==> src/rtl/out_reorder_scaler.sv <==
module out_reorder_scaler #(
  parameter int DIGITS = 3,
  parameter int IN_W   = 15,
  parameter int OUT_W  = 12
) (
  input  logic             clk,
  input  logic             rst,
  input  logic             in_valid,
  input  logic [IN_W-1:0]  in_re,
  input  logic [IN_W-1:0]  in_im,
  input  logic [1:0]       shift_sel,
  output logic             out_en,
  output logic             out_sof,
  output logic             out_ovf,
  output logic [OUT_W-1:0] out_re,
  output logic [OUT_W-1:0] out_im
);
  localparam int AW       = 2 * DIGITS;
  localparam int N        = 1 << AW;
  localparam int DROP_MAX = IN_W - OUT_W;
  localparam logic [OUT_W-1:0] POS_MAX = {1'b0, {(OUT_W-1){1'b1}}};
  localparam logic [OUT_W-1:0] NEG_MAX = {1'b1, {(OUT_W-1){1'b0}}};

  function automatic logic [AW-1:0] digit_rev(input logic [AW-1:0] a);
    logic [AW-1:0] r;
    for (int d = 0; d < DIGITS; d++) r[2*d +: 2] = a[2*(DIGITS-1-d) +: 2];
    return r;
  endfunction

  function automatic logic [OUT_W:0] scale(input logic [IN_W-1:0] v, input logic [1:0] sel);
    logic signed [IN_W-1:0] t;
    logic [IN_W-OUT_W:0] hi;
    t  = $signed(v) >>> (DROP_MAX - int'(sel));
    hi = t[IN_W-1:OUT_W-1];
    if ((&hi) || !(|hi)) return {1'b0, t[OUT_W-1:0]};
    return {1'b1, t[IN_W-1] ? NEG_MAX : POS_MAX};
  endfunction

  logic [2*IN_W-1:0] bank [2][N];
  logic [AW-1:0] wcnt, rd_cnt;
  logic          wbank, rd_bank, rd_active;
  logic [1:0]    sel_q;

  wire last_in = in_valid && (wcnt == AW'(N-1));

  always_ff @(posedge clk)
    if (in_valid) bank[wbank][digit_rev(wcnt)] <= {in_re, in_im};

  always_ff @(posedge clk or posedge rst) begin
    if (rst) begin
      wcnt <= '0; wbank <= 1'b0;
      rd_active <= 1'b0; rd_bank <= 1'b0; rd_cnt <= '0; sel_q <= '0;
    end else begin
      if (in_valid) wcnt <= wcnt + 1'b1;
      if (last_in) begin
        wbank     <= ~wbank;
        rd_active <= 1'b1;
        rd_bank   <= wbank;
        rd_cnt    <= '0;
        sel_q     <= shift_sel;
      end else if (rd_active) begin
        rd_cnt <= rd_cnt + 1'b1;
        if (rd_cnt == AW'(N-1)) rd_active <= 1'b0;
      end
    end
  end

  logic [2*IN_W-1:0] rd_word;
  logic [OUT_W:0]    s_re, s_im;
  assign rd_word = bank[rd_bank][rd_cnt];
  assign s_re    = scale(rd_word[2*IN_W-1:IN_W], sel_q);
  assign s_im    = scale(rd_word[IN_W-1:0], sel_q);

  always_ff @(posedge clk or posedge rst) begin
    if (rst) begin
      out_en <= 1'b0; out_sof <= 1'b0; out_ovf <= 1'b0;
      out_re <= '0;   out_im  <= '0;
    end else begin
      out_en  <= rd_active;
      out_sof <= rd_active && (rd_cnt < AW'(2));
      out_ovf <= rd_active && ((rd_cnt != '0 && out_ovf) || s_re[OUT_W] || s_im[OUT_W]);
      out_re  <= rd_active ? s_re[OUT_W-1:0] : '0;
      out_im  <= rd_active ? s_im[OUT_W-1:0] : '0;
    end
  end
endmodule


==> config.mk <==
export PLATFORM = sky130hd
export DESIGN_NAME = out_reorder_scaler
export DESIGN_NICKNAME = d
export VERILOG_FILES = /design/src/rtl/out_reorder_scaler.sv
export SDC_FILE = /design/constraint.sdc
export NUM_CORES = 2
export LEC_CHECK = 0
export BUFFER_PORTS_ARGS = -buffer_cell sky130_fd_sc_hd__buf_2
export CORE_ASPECT_RATIO = 1.5
export CORE_MARGIN = 4
export CORE_UTILIZATION = 57
export CTS_BUF_LIST = sky130_fd_sc_hd__clkbuf_16
export CTS_CLUSTER_SIZE = 8
export DETAILED_ROUTE_END_ITERATION = 10
export MAX_ROUTING_LAYER = met4
export PLACE_DENSITY_LB_ADDON = 0.12
export SLEW_MARGIN = 20
export SYNTH_ARGS = -nofsm -noshare
export SYNTH_HDL_FRONTEND = slang
export SYNTH_SLANG_ARGS = --single-unit
==> constraint.sdc <==
create_clock -name clk -period 3.94 [get_ports clk]
set_input_delay 0.788 -clock clk [delete_from_list [all_inputs] [get_ports clk]]
set_output_delay 0.788 -clock clk [all_outputs]
set_load 0.02 [all_outputs]
# Word level (Yosys, flattened, before mapping)
# Memory sizes are Yosys's and may differ from the RTL's.
# Cells that the tools add are included.
[op_classes]
addsub = 3
bitwise_logic = 3
order_cmp = 4
reduce_logical = 17
n_eq_ne = 2
shift = 2
n_mux = 22
[op_table]
columns = ["cell", "count"]
rows = [
  ["2-to-1 mux 1920 bit", 1],
  ["binary-select mux 30 bit (select 6 bit)", 1],
  ["demux 30 bit (select 6 bit)", 1],
  ["2-to-1 mux 30 bit", 3],
  [">>> shifter 15 x 32 -> 15 bit", 2],
  ["2-to-1 mux 13 bit", 4],
  ["2-to-1 mux 12 bit", 4],
  ["greater-or-equal comparator 7 bit, second input constant", 2],
  ["NOT 6 -> 7 bit", 2],
  ["adder 6 x 1 -> 6 bit, second input constant", 2],
  ["equality test 6 bit, second input constant", 2],
  ["2-to-1 mux 6 bit", 2],
  ["AND reduction 4 bit", 2],
  ["OR reduction 4 bit", 2],
  ["< comparator 7 x 1 -> 1 bit, second input constant", 1],
  ["< comparator 6 x 2 -> 1 bit, second input constant", 1],
  ["2-to-1 mux 1 bit", 6],
  ["nonzero test 6 bit", 1],
  ["logical AND 1 bit", 5],
  ["logical OR 1 bit", 4],
  ["subtractor 2 x 2 -> 3 bit, first input constant", 1],
  ["logical NOT 1 bit", 2],
  ["nonzero test 2 bit", 1],
  ["NOT 1 bit", 1],
]
[totals]
out_inout_bits = 27
wordCells = 65
mem_count = 1
regBits = 44
ram_bits = 3840
[mem_list]
columns = ["name", "words", "width", "read_ports", "rd_ports_with_merged_regs", "write_ports", "line_no", "rtl"]
rows = [
  ["bank", 2, 1920, 1, 0, 1, "39", "logic [2*IN_W-1:0] bank [2][N];"],
]

# Depth between registers and ports, before layout
[logic_depth]
ltp_word = 13
depth_mapped = 16

# Worst setup path after synthesis
# No wires, ideal clock.
[synth_timing]
path_type = "input to register"
startpoint = "input port in_valid"
endpoint = "memory bank[1][100] (netlist name) (enable)"
path_stages = 3
arrival_time_ns = 3.360
slack_ns = 0.119
path_buffers = 0
cell_sequence = "and3_1 nand2_1 nor3b_1"
[synth_via]
elab_chain_len = 2
[synth_lines]
columns = ["item", "line_no", "rtl"]
rows = [
  ["start, declared", "8", "input logic in_valid,"],
  ["2-to-1 mux 1 bit", "47", "if (in_valid) bank[wbank][digit_rev(wcnt)] <= {in_re, in_im};"],
  ["2-to-1 mux 1920 bit (implied by the code)", "47", ""],
  ["end, declared", "39", ""],
]
# No other way between the ends.

# Worst setup path in the final report
[layout_timing]
startpoint = "register rd_bank"
endpoint = "register out_im[0]"
[layout_via]
elab_chain_len = 11
elab_cells_between_ends = 14
cone_classes = "shift: 1; mux: 8; reduce/logical: 4; memory: 1"
[layout_lines]
columns = ["item", "line_no", "rtl"]
rows = [
  ["start, declared", "41", "logic wbank, rd_bank, rd_active;"],
  ["start signal, assigned", "58", "rd_bank <= wbank;"],
  ["memory (2 x 1920 bit) *", "n/a", ""],
  ["binary-select mux 30 bit (select 6 bit) *", "70", "assign rd_word = bank[rd_bank][rd_cnt];"],
  ["2-to-1 mux 30 bit (implied by the code) * (2 in series)", "70", ""],
  [">>> shifter 15 x 32 -> 15 bit *", "33", "t = $signed(v) >>> (DROP_MAX - int'(sel));"],
  ["OR reduction 4 bit", "35", "if ((&hi) || !(|hi)) return {1'b0, t[OUT_W-1:0]};"],
  ["logical NOT 1 bit", "35", ""],
  ["logical OR 1 bit", "35", ""],
  ["2-to-1 mux 1 bit", "35", ""],
  ["2-to-1 mux 13 bit *", "36", "return {1'b1, t[IN_W-1] ? NEG_MAX : POS_MAX};"],
  ["2-to-1 mux 12 bit *", "83", "out_im <= rd_active ? s_im[OUT_W-1:0] : '0;"],
  ["end signal, assigned", "83", ""],
  ["end, declared", "16", "output logic [OUT_W-1:0] out_im"],
]
# Every way passes the cells marked *; elsewhere a longest branch is shown, timed or not. The select of a mux whose other input is x is not followed.
# A chain may end at the register's enable or synchronous reset.

==> reports/results.env <==
SYNTH_ASYNC_RESET_RATIO_PCT=1.13
DIE_HEIGHT_UM=636
NUM_VIAS=75200
COMBINATIONALPOWERSHARE_PCT=15.4
IO_PINS=62
CTS_BUFFERS=559
SLOWEST_STAGE='sky130_fd_sc_hd__mux4_2'
SYNTH-EDFF-COUNT=3840
CLK_ROOT_BUFFER_CELL='sky130_fd_sc_hd__clkbuf_16'
MAX-VDD-IR-DROP_V=0.000477
GRT_REMAINING_OVERFLOW=0
CLOCK_LATENCY_NS=0.94
WORSTMARGINPINSLEW_NS=1.18
CRIT_REQUIRED_NS=4.72
GR-USAGE-MET3_PCT=5.66
RESULT_OF_THE_RUN='complete, no violations'
FIRST_PASS_ITERS=6
POST-PLACE-CELLS=10200
YS_SEQ_ELEMENTS=3884
NUMBER_OF_NETS_IN_THE_LAYOUT=7346
DRT_FIRST_ITER_VIOLATIONS=10800
NETLIST_INSTANCES=6476
REG_POWER_SHARE_PCT=44.4
DRIVE_GT1_SHARE_PCT=33.4
FP.COREAREA_MM2=0.262
MAX-CLOCK-PATH-BUFFERS=4
CP_MAX_FO=26
NETLIST-CELL-TYPE-COUNT=76
CRITPATHMAXSTAGEDELAY_NS=0.54
SKEW_NS=0.0556
VIAS_PER_CELL=6.91
POWER_PER_CELL_AREA_mW_PER_MM2=602
CRIT_ARRIVAL_NS=4.68
TIMING.FMAX_MHz=257
MET2_USAGE_PCT=52.3
TIMING.CRITICAL_PATH.TO_TYPE='flip-flop'
FRACTION_OF_POWER_SPENT_SWITCHING_NETS_PCT=26.1
MAX_CAP_VIOLATIONS=0
PORT_BUFFERS=61
WORSTSETUPPATHTYPE='reg2reg'
CRITICAL-PATH-TOP-DELAY-FAMILY='multiplexers'
POWER.NET_SWITCHING_uW=27400
DIE_WIDTH_UM=426
GRT.BUSIEST_LAYER='met2'
CTS_HTREE_LEVELS=6
YOSYS.CELL_COUNT.TOP_TYPE='sky130_fd_sc_hd__edfxtp_1'
PLACE.DETAILED.HPWL_UM=257000
CTS.SINK_COUNT=3884
TRITONCTS='yes'
GRT_RESOURCE_USAGE_TOTAL_PCT=33.4
FINALHOLDVIOLATIONS=0
PATH_CELLS='buf_12 > buf_12 > buf_12 > buf_4 > mux4_2 > mux4_2 > nor2_1 > nor2_1 > o221ai_2 > mux2i_1 > o22ai_1 > a21oi_1'
TIMING.CRITICAL_PATH.FROM_TYPE='flip-flop'
SYNTH_COMMON_CELLS='3840 x sky130_fd_sc_hd__edfxtp_1, 1022 x sky130_fd_sc_hd__mux4_2, 227 x sky130_fd_sc_hd__mux2i_1'
ANTENNA_VIOLATIONS_BEFORE_REPAIR=34
GRT_SETUP_UNREPAIRED='true'
PATH_CLK_SLEW_NS=0.06
CTS_HOLD_BUF=0
CP_NUM_BUF_INV=4
SYNTH_TOP_CELL_BY_AREA='sky130_fd_sc_hd__edfxtp_1'
LAYOUTNONFILLERINSTCOUNT=10900
DETAILEDPLACE.WORSTSLACK_NS=-0.0730
DETAIL-ROUTE-ANTENNA-NETS=0
SLEW_HEADROOM_PCT=21.1
SETUP_WS_NS=0.0420
FP-ROW-COUNT=230
POST_SYNTH.CELL_AREA_AVG_UM2=23.1
SYNTH_FP_NETS=6517
YS_DOMINANT_REG_CELL='sky130_fd_sc_hd__edfxtp_1'
TIMING.FINAL.SETUP_VIOLATIONS=0
GP_ROUTABILITY_CONGESTION=0.969
CELLLEAKAGEPOWER_uW=0.0551
REPORT.FINAL.SLEW_VIOL_COUNT=0
ROUTEDWLPERCELL_UM=40.0
TOTALWIRELENGTH_UM=435000
FINAL_MIN_PERIOD_OVER_CLOCK_PERIOD_PCT=98.9
GRT_UTIL_MET1_PCT=44.0
YS.WARNINGS.COUNT=0
FLOW.AREA_GROWTH_FROM_SYNTHESIS_PCT=16.5
GRT_MAX_DEGREE=104
DRC_ERRORS=0
SHARE_OF_THE_YOSYS_CHIP_AREA_BELONGING_TO_REGISTERS_PCT=77.8
GRT_PASS1_WL_UM=607000
NETLIST_AREA_MM2=0.150
SYNTHTOPCELLSBYAREA='sky130_fd_sc_hd__edfxtp_1 77%, sky130_fd_sc_hd__mux4_2 15%, sky130_fd_sc_hd__mux2i_1 1.5%, sky130_fd_sc_hd__dfrtp_1 0.74%, sky130_fd_sc_hd__buf_6 0.56%'
MIN-DELAY-PATH-CLASS='in2async'
INITIAL_UTILIZATION_PCT=57.2
SHARE_OF_THE_SYNTHESIZED_AREA_IN_THE_TOP_CELL_TYPE_PCT=77.0
SHORTEST_CLOCK_PERIOD_THE_WORST_PATH_ALLOWS_AFTER_LAYOUT_NS=3.90
CLKPWRFRAC_PCT=40.2
DESIGN.DIE.AREA_MM2=0.271
P_INT_uW=77700
CP_COMMON_CELL='sky130_fd_sc_hd__buf_12'
VIAS_IN_THE_FIRST_GLOBAL_ROUTE=76400
## worst paths after layout
kind	start	to	slack, ns	depth (start not counted)
max	rd_bank	out_im[0]	0.04	12
min	rst	wbank	0.1	2
max reg2reg	rd_bank	out_im[0]	0.04	12
min reg2reg	wcnt[0]	wcnt[0]	0.59	1
max in group asynchronous	rst	out_im[2]	3.03	3
min in group clk	shift_sel[1]	sel_q[1]	0.21	3
## layout by cell type, fill, tap and decap left out, types with 23 or more instances in the layout
cell                        netlist  routed
sky130_fd_sc_hd__edfxtp_1      3840    3840
sky130_fd_sc_hd__mux4_2        1022    1022
sky130_fd_sc_hd__clkbuf_16        0     584
sky130_fd_sc_hd__buf_4           62     452
sky130_fd_sc_hd__mux2i_1        227     225
sky130_fd_sc_hd__nand2_1        185     185
sky130_fd_sc_hd__buf_12           2     139
sky130_fd_sc_hd__nor2_4           0     123
sky130_fd_sc_hd__a22oi_1         76      76
sky130_fd_sc_hd__nor2_1         186      60
sky130_fd_sc_hd__a21oi_1         57      56
sky130_fd_sc_hd__nand3_1         51      51
sky130_fd_sc_hd__o22ai_1         40      40
sky130_fd_sc_hd__o21ai_0         38      38
sky130_fd_sc_hd__dfrtp_1         44      38
sky130_fd_sc_hd__inv_1            9      35
sky130_fd_sc_hd__buf_2          111      31
sky130_fd_sc_hd__a32oi_1         28      28
sky130_fd_sc_hd__a31oi_1         23      23
## per-layer routing
layer / up-vias / routed length [µm]
met3: 951 / 41300
li1: 29100 / -
met5: - / 0
met1: 40500 / 156000
met2: 4564 / 216000
met4: 0 / 22700
## through the flow
step / utilization (%) / area, µm² / TNS [ns] / total power (µW) / hold WS [ns]
global placement: 60.8 / 159000 / -0.212 / 63200 / 0.557
global route: 66.6 / 174000 / -0.0365 / 108000 / 0.126
finish: 66.6 / 174000 / 0 / 105000 / 0.0990
floorplan: - / 150000 / 0 / 54400 / 0.352
CTS: 66.6 / 174000 / 0 / 105000 / 0.0703
detailed placement: 60.8 / 159000 / -0.677 / 63300 / 0.564
## cell families after synthesis
| group | count (synthesis) | share of synthesized area, % |
|---|---|---|
| flops | 3884 | 77.8 |
| xor+xnor | 9 | 0.0527 |
| simple gates | 542 | 1.61 |
| mux | 1272 | 17.1 |
| compound gates | 387 | 1.84 |
| fa+ha+maj | 6 | 0.0502 |
| buf+inv | 376 | 1.60 |
## power groups by stage
| stage | registers [µW] | clock network (µW) | logic, µW |
|---|---|---|---|
| finish | 46700 | 42200 | 16100 |
| global route | 46600 | 44600 | 16400 |
| CTS | 46700 | 42700 | 15900 |
| detailed placement | 47400 | 0 | 15900 |
| global placement | 47400 | 0 | 15800 |
| floorplan | 47200 | 0 | 7230 |
## worst register-to-register path, stage by stage (launching register included)
cell	delay, ns
sky130_fd_sc_hd__dfrtp_4	0.47
sky130_fd_sc_hd__buf_12	0.20
sky130_fd_sc_hd__buf_12	0.16
sky130_fd_sc_hd__buf_12	0.22
sky130_fd_sc_hd__buf_4	0.30
sky130_fd_sc_hd__mux4_2	0.54
sky130_fd_sc_hd__mux4_2	0.47
sky130_fd_sc_hd__nor2_1	0.32
sky130_fd_sc_hd__nor2_1	0.23
sky130_fd_sc_hd__o221ai_2	0.28
sky130_fd_sc_hd__mux2i_1	0.16
sky130_fd_sc_hd__o22ai_1	0.27
sky130_fd_sc_hd__a21oi_1	0.12
## cell type report
| cell class | count | area, µm² |
|---|---|---|
| Antenna cell | 19 | 47.5 |
| Timing Repair Buffer | 631 | 6530 |
| Multi-Input combinational cell | 2216 | 31900 |
| Sequential cell | 3884 | 116000 |
| Tap cell | 3480 | 4350 |
| Fill cell | 16200 | 87200 |
| Inverter | 13 | 66.3 |
| Clock inverter | 58 | 475 |
| Clock buffer | 582 | 14600 |
## registers in the layout, summed over array words and instances (netlist names)
register / flops
sel_q: 2
rd_active: 1
out_re: 12
out_im: 12
out_ovf: 1
wcnt: 6
rd_cnt: 6
bank: 3840
rd_bank: 1
out_en: 1
out_sof: 1
wbank: 1
## repair_timing
item	4_1_cts	5_1_grt
setup buffers	0	0
pin swaps	0	2
gates cloned	0	2
hold endpoints to repair	0	0
resized for setup	1	17
endpoints found under the setup margin	12	19
Power figures use the tool's default switching activity.
